==> src/rtl/irq_pkg.sv <==
package irq_pkg;

  // Clearing events seen in one cycle.
  typedef struct packed {
    logic dev;    // clear strobe from the device sequencer
    logic stat;   // status read that returned busy = 0
    logic cmd;    // command register write
  } clr_ev_t;

  localparam int unsigned CLR_EV_W = $bits(clr_ev_t);

endpackage

==> src/rtl/irq_clear_merge.sv <==
module irq_clear_merge
  import irq_pkg::*;
(
  input  logic    dev_clear,
  input  logic    stat_rd,
  input  logic    stat_busy,
  input  logic    cmd_wr,
  output clr_ev_t ev,
  output logic    clr_any
);

  logic [CLR_EV_W-1:0] ev_vec;

  always_comb begin
    ev.dev  = dev_clear;
    ev.stat = stat_rd & ~stat_busy;
    ev.cmd  = cmd_wr;
  end

  assign ev_vec = ev;

  // Any single event clears the flag.
  always_comb begin
    clr_any = 1'b0;
    for (int i = 0; i < CLR_EV_W; i++) begin
      clr_any = clr_any | ev_vec[i];
    end
  end

endmodule

==> src/rtl/irq_pend_track.sv <==
module irq_pend_track (
  input  logic clk,
  input  logic rst_n,
  input  logic raise,
  input  logic clr_any,
  output logic pend_nxt,
  output logic pend_q
);

  // A raise in the same cycle as a clear wins.
  always_comb begin
    pend_nxt = pend_q;
    if (clr_any) pend_nxt = 1'b0;
    if (raise)   pend_nxt = 1'b1;
  end

  always_ff @(posedge clk) begin
    if (!rst_n) pend_q <= 1'b0;
    else        pend_q <= pend_nxt;
  end

endmodule

==> src/rtl/irq_ctl_reg.sv <==
module irq_ctl_reg #(
  parameter int unsigned CTL_W = 8
) (
  input  logic             clk,
  input  logic             rst_n,
  input  logic             wr,
  input  logic [CTL_W-1:0] wdata,
  output logic [CTL_W-1:0] ctl_nxt,
  output logic [CTL_W-1:0] ctl_q
);

  assign ctl_nxt = wr ? wdata : ctl_q;

  always_ff @(posedge clk) begin
    if (!rst_n) ctl_q <= '0;
    else        ctl_q <= ctl_nxt;
  end

endmodule

==> src/rtl/irq_line_drv.sv <==
module irq_line_drv #(
  parameter int unsigned CTL_W   = 8,
  parameter int unsigned DIS_BIT = 1
) (
  input  logic             clk,
  input  logic             rst_n,
  input  logic             pend_nxt,
  input  logic [CTL_W-1:0] ctl_nxt,
  output logic             line_q
);

  localparam logic [CTL_W-1:0] DIS_MASK = CTL_W'(1) << DIS_BIT;

  logic masked_nxt;

  assign masked_nxt = |(ctl_nxt & DIS_MASK);

  // Built from the next-state values so that the line moves on the same
  // edge as the flag or the mask.
  always_ff @(posedge clk) begin
    if (!rst_n) line_q <= 1'b0;
    else        line_q <= pend_nxt & ~masked_nxt;
  end

endmodule

==> src/rtl/irq_mask_ctrl.sv <==
module irq_mask_ctrl
  import irq_pkg::*;
#(
  parameter int unsigned CTL_W   = 8,
  parameter int unsigned DIS_BIT = 1
) (
  input  logic             clk,
  input  logic             rst_n,
  input  logic             dev_raise,
  input  logic             dev_clear,
  input  logic             host_stat_rd,
  input  logic             host_stat_busy,
  input  logic             host_cmd_wr,
  input  logic             host_ctl_wr,
  input  logic [CTL_W-1:0] host_ctl_wdata,
  output logic [CTL_W-1:0] ctl_q,
  output logic             irq_pending,
  output logic             irq_line
);

  clr_ev_t          clr_ev;
  logic             clr_any;
  logic             pend_nxt;
  logic [CTL_W-1:0] ctl_nxt;
  logic [CLR_EV_W-1:0] clr_ev_unused;

  assign clr_ev_unused = clr_ev;

  irq_clear_merge u_clr (
    .dev_clear (dev_clear),
    .stat_rd   (host_stat_rd),
    .stat_busy (host_stat_busy),
    .cmd_wr    (host_cmd_wr),
    .ev        (clr_ev),
    .clr_any   (clr_any)
  );

  irq_pend_track u_pend (
    .clk      (clk),
    .rst_n    (rst_n),
    .raise    (dev_raise),
    .clr_any  (clr_any),
    .pend_nxt (pend_nxt),
    .pend_q   (irq_pending)
  );

  irq_ctl_reg #(.CTL_W(CTL_W)) u_ctl (
    .clk     (clk),
    .rst_n   (rst_n),
    .wr      (host_ctl_wr),
    .wdata   (host_ctl_wdata),
    .ctl_nxt (ctl_nxt),
    .ctl_q   (ctl_q)
  );

  irq_line_drv #(.CTL_W(CTL_W), .DIS_BIT(DIS_BIT)) u_line (
    .clk      (clk),
    .rst_n    (rst_n),
    .pend_nxt (pend_nxt),
    .ctl_nxt  (ctl_nxt),
    .line_q   (irq_line)
  );

endmodule

==> config.mk <==
export PLATFORM = sky130hd
export DESIGN_NAME = irq_mask_ctrl
export DESIGN_NICKNAME = d
export VERILOG_FILES = /design/src/rtl/irq_pkg.sv /design/src/rtl/irq_clear_merge.sv /design/src/rtl/irq_pend_track.sv /design/src/rtl/irq_ctl_reg.sv /design/src/rtl/irq_line_drv.sv /design/src/rtl/irq_mask_ctrl.sv
export SDC_FILE = /design/constraint.sdc
export NUM_CORES = 1
export LEC_CHECK = 0
export BUFFER_PORTS_ARGS = -buffer_cell sky130_fd_sc_hd__buf_2
export CAP_MARGIN = 20
export CELL_PAD_IN_SITES_DETAIL_PLACEMENT = 1
export CELL_PAD_IN_SITES_GLOBAL_PLACEMENT = 1
export CORE_MARGIN = 2
export CORE_UTILIZATION = 27
export DETAILED_ROUTE_END_ITERATION = 10
export MAX_ROUTING_LAYER = met4
export PLACE_DENSITY_LB_ADDON = 0.1
export SKIP_LAST_GASP = 1
export SYNTH_ARGS = -nofsm -noshare
export SYNTH_HDL_FRONTEND = slang
export SYNTH_SLANG_ARGS = --single-unit
==> constraint.sdc <==
create_clock -name clk -period 1.35 [get_ports clk]
set_input_delay 0.0675 -clock clk [delete_from_list [all_inputs] [get_ports clk]]
set_output_delay 0.0675 -clock clk [all_outputs]
set_load 0.01 [all_outputs]
==> implementation parameters <==
Parameter                              Value

Floorplan
  Die boundary height ... 42.03 um
  Initial Util ... 0.2927
  Placeable core area ... 1334 sq um
  Total I/O pin count ... 26
  Placement row count ... 13
  Floorplan die area ... 1766 sq um
  X dimension of the die ... 42.03 um

Timing
  Final-report max-slew violation count ... 0
  Clock period minus worst slack ... 1.133 ns
  Final Hold Violating Endpoints ... 0
  Setup repair after global routing missed its margin ... false
  Worst Clk Skew ... 0.0001645 ns
  Sum of negative setup slack ... 0 ns
  # setup viols final ... 0
  Top achievable clock speed ... 882.6 MHz
  Max_slew headroom ... 0.6995
  Part of the cycle the worst path needs ... 0.8393
  Worst slew pin tran ... 0.4498 ns

Critical path
  Sort of element at the end of the critical path ... flip-flop
  Startpoint of the lowest-slack register-to-register path ... u_pend.pend_q$_SDFF_PN0_
  Origin of the worst setup path ... u_pend.pend_q$_SDFF_PN0_
  CP Max Fanout ... 2
  Category of the critical setup timing path ... reg -> reg
  Data required time of the worst path ... 1.52 ns
  Category of the worst setup path launch point ... flip-flop
  Critical path data arrival time ... 1.30 ns
  Worst setup slack for register-to-register paths ... 0.22 ns
  Depth of the worst register-to-register path ... 2
  FF-to-FF End ... u_line.line_q$_SDFF_PN0_

Power and ir drop
  Net switching component of the power ... 0.1462 mW
  Power density over the cells ... 1110 nW/um^2
  Fraction of power consumed by combinational cells ... 0.159
  Leakage ... 0.2948 nW
  Internal power component ... 0.4677 mW
  Clock power share ... 0.320
  Switching share of total power ... 0.2381
  Worst IR drop on VDD ... 0.0006747 V
  Fraction of power consumed by sequential logic ... 0.521

Detailed routing
  Number of design rule violations left after detail routing ... 0
  Detail-routed net length per standard cell ... 10.61 um
  Number of vias in the routed layout ... 330
  Routed vias/inst ... 4.342
  Residual antenna-violating net count after detailed routing ... 0
  Number of iterations in the first detailed-routing pass ... 1
  Number of violations reported at the end of detailed-routing iteration 0 ... 0
  DRT Wirelength ... 806 um

Layout
  Fraction of final layout cells sized beyond drive strength 1 ... 0.5246
  Layout Utilization ... 0.4146
  Synthesis-to-layout area growth ... 41.67%
  Number of nets at the end of the flow ... 79
  Ant diodes ... 0

Logic synthesis
  Share of the yosys chip area belonging to registers ... 0.5128
  Syn Area/Cell ... 11.83 sq um
  Netlist Area Pre-Place ... 390.4 sq um
  Post-synthesis cell count ... 33
  Count of cell types in the netlist ... 11
  Syn. warnings ... 0
  Most area-consuming cells after synthesis ... sky130_fd_sc_hd__dfxtp_1, sky130_fd_sc_hd__mux2i_1, sky130_fd_sc_hd__a2111oi_4
  Area fraction of the dominant cell type after synthesis ... 0.5128
  Cell type with the largest total area after synthesis ... sky130_fd_sc_hd__dfxtp_1
  Number of flip-flops and latches in the synthesized netlist ... 10
  Number of nets produced by synthesis ... 49

Clock tree
  Clk pin slew, worst setup/hold paths ... 0.06 ns
  Maximum clock path buffer count ... 2
  Root Buffer Master ... sky130_fd_sc_hd__clkbuf_4
  Post-cts repair resize count ... 0
  Total setup buffers inserted after CTS ... 0
  TritonCTS sink count ... 10
  Total CTS buffers ... 3
  Quantity of hold-fixing buffers added after cts ... 0
  Count of H-tree levels built during CTS ... 1
  Insertion delay to the later sink of the worst-skew pair ... 0.26 ns
  TritonCTS clock tree ... yes

Min path
  Hold Crit Depth ... 2
  Endpoint of the worst hold-timing path ... u_ctl.ctl_q[1]$_SDFF_PN0_
  Worst min-delay path class ... in -> reg
  Startpoint of the lowest-slack hold path ... rst_n

GRT
  First-pass GRT wire length ... 1380 um
  Remaining global-route overflow ... 0
  Aggregate global-route resource usage ... 0.1091
  Number of antenna violations at the first check in global routing ... 0
  Number of global-route vias before repair ... 314
  Maximum number of pins on one net before global-route repair ... 10

Placement
  RePlAce Congestion ... 0.6095
  # port buffers ... 25
  Placed wire-length estimate ... 654.6 um

Status
  Status ... finished clean

Job
  Count of max-cap constraint violations ... 0
## power by group through the flow
stage	logic, mW	registers (mW)	clock network, mW
global placement	0.0986	0.327	0
CTS	0.0999	0.320	0.210
global route	0.109	0.322	0.224
finish	0.0976	0.320	0.196
detailed placement	0.0995	0.327	0
floorplan	0.0457	0.336	0
## sequential cells by signal, summed over array words and instances, names as in the netlist
name / cells
u_ctl.ctl_q: 8
u_line.line_q: 1
u_pend.pend_q: 1
## cells in the mapped netlist
cell,n
sky130_fd_sc_hd__buf_6,1
sky130_fd_sc_hd__a211oi_1,1
sky130_fd_sc_hd__a2111oi_4,1
sky130_fd_sc_hd__dfxtp_1,10
sky130_fd_sc_hd__or3b_4,1
sky130_fd_sc_hd__mux2i_1,7
sky130_fd_sc_hd__inv_1,2
sky130_fd_sc_hd__and2_1,1
sky130_fd_sc_hd__nor2_1,7
sky130_fd_sc_hd__mux2_4,1
sky130_fd_sc_hd__nor3b_1,1
## cells in the final DEF (no fill, tap or decap), drive strengths merged
cell type  count
mux2i          7
nor3b          1
dfxtp         10
buf           26
or3b           1
a2111oi        1
mux2           1
inv            2
clkbuf         3
nor2           7
a211oi         1
and2           1
## metal layers
metal / GRT usage / part of all wire / vias up
li1: - / - / 167
met1: 0.1266 / 0.44 / 146
met2: 0.1531 / 0.45 / 17
met3: 0.08190 / 0.11 / 0
met4: 0.01875 / 0 / 0
met5: - / 0 / -
## critical path, stage by stage, from the launching register on
cell and delay, ns:
sky130_fd_sc_hd__dfxtp_1 0.32, sky130_fd_sc_hd__or3b_4 0.39, sky130_fd_sc_hd__a2111oi_4 0.33
## stage by stage
stage          instances  hold WS [ns]  area (sq um)  setup WS (ns)  power (mW)
2_1_floorplan         33        0.1892         390.4         0.1795      0.3816
3_3_place_gp          73        0.3000         530.5         0.2394      0.4252
3_5_place_dp          73        0.3031         530.5         0.2257      0.4262
4_1_cts               76       0.02330         553.0         0.2105      0.6304
5_1_grt               76       0.01568         553.0         0.1461      0.6546
6_report              76       0.03080         553.0         0.2170      0.6139
## cell type report
cell class / instances / area (sq um)
Clock buffer: 3 / 22.52
Multi-Input combinational cell: 20 / 171.4
Fill cell: 168 / 780.7
Inverter: 2 / 7.507
Timing Repair Buffer: 26 / 132.6
Tap cell: 15 / 18.77
Sequential cell: 10 / 200.2
## cells by family (layout without fill, tap and decap cells)
kind of cell | after synthesis | in the layout | share of synthesized area
AO/OA/AOI/OAI | 2 | 2 | 0.08976
multiplexers | 8 | 8 | 0.2179
buffers and inverters | 3 | 31 | 0.04808
flip-flops | 10 | 10 | 0.5128
AND/OR/NAND/NOR | 10 | 10 | 0.1314
## how the worst max path moves through the flow
| stage | endpoint | slack [ns] | cells past startpoint |
|---|---|---|---|
| after detailed placement | u_line.line_q$_SDFF_PN0_ | 0.23 | 2 |
| after CTS | u_line.line_q$_SDFF_PN0_ | 0.21 | 2 |
| after global placement | u_line.line_q$_SDFF_PN0_ | 0.24 | 2 |
| after floorplan | u_line.line_q$_SDFF_PN0_ | 0.18 | 2 |
| after global routing | u_line.line_q$_SDFF_PN0_ | 0.15 | 2 |
| final | u_line.line_q$_SDFF_PN0_ | 0.22 | 2 |
No activity file was read; power rests on OpenSTA's default activity.
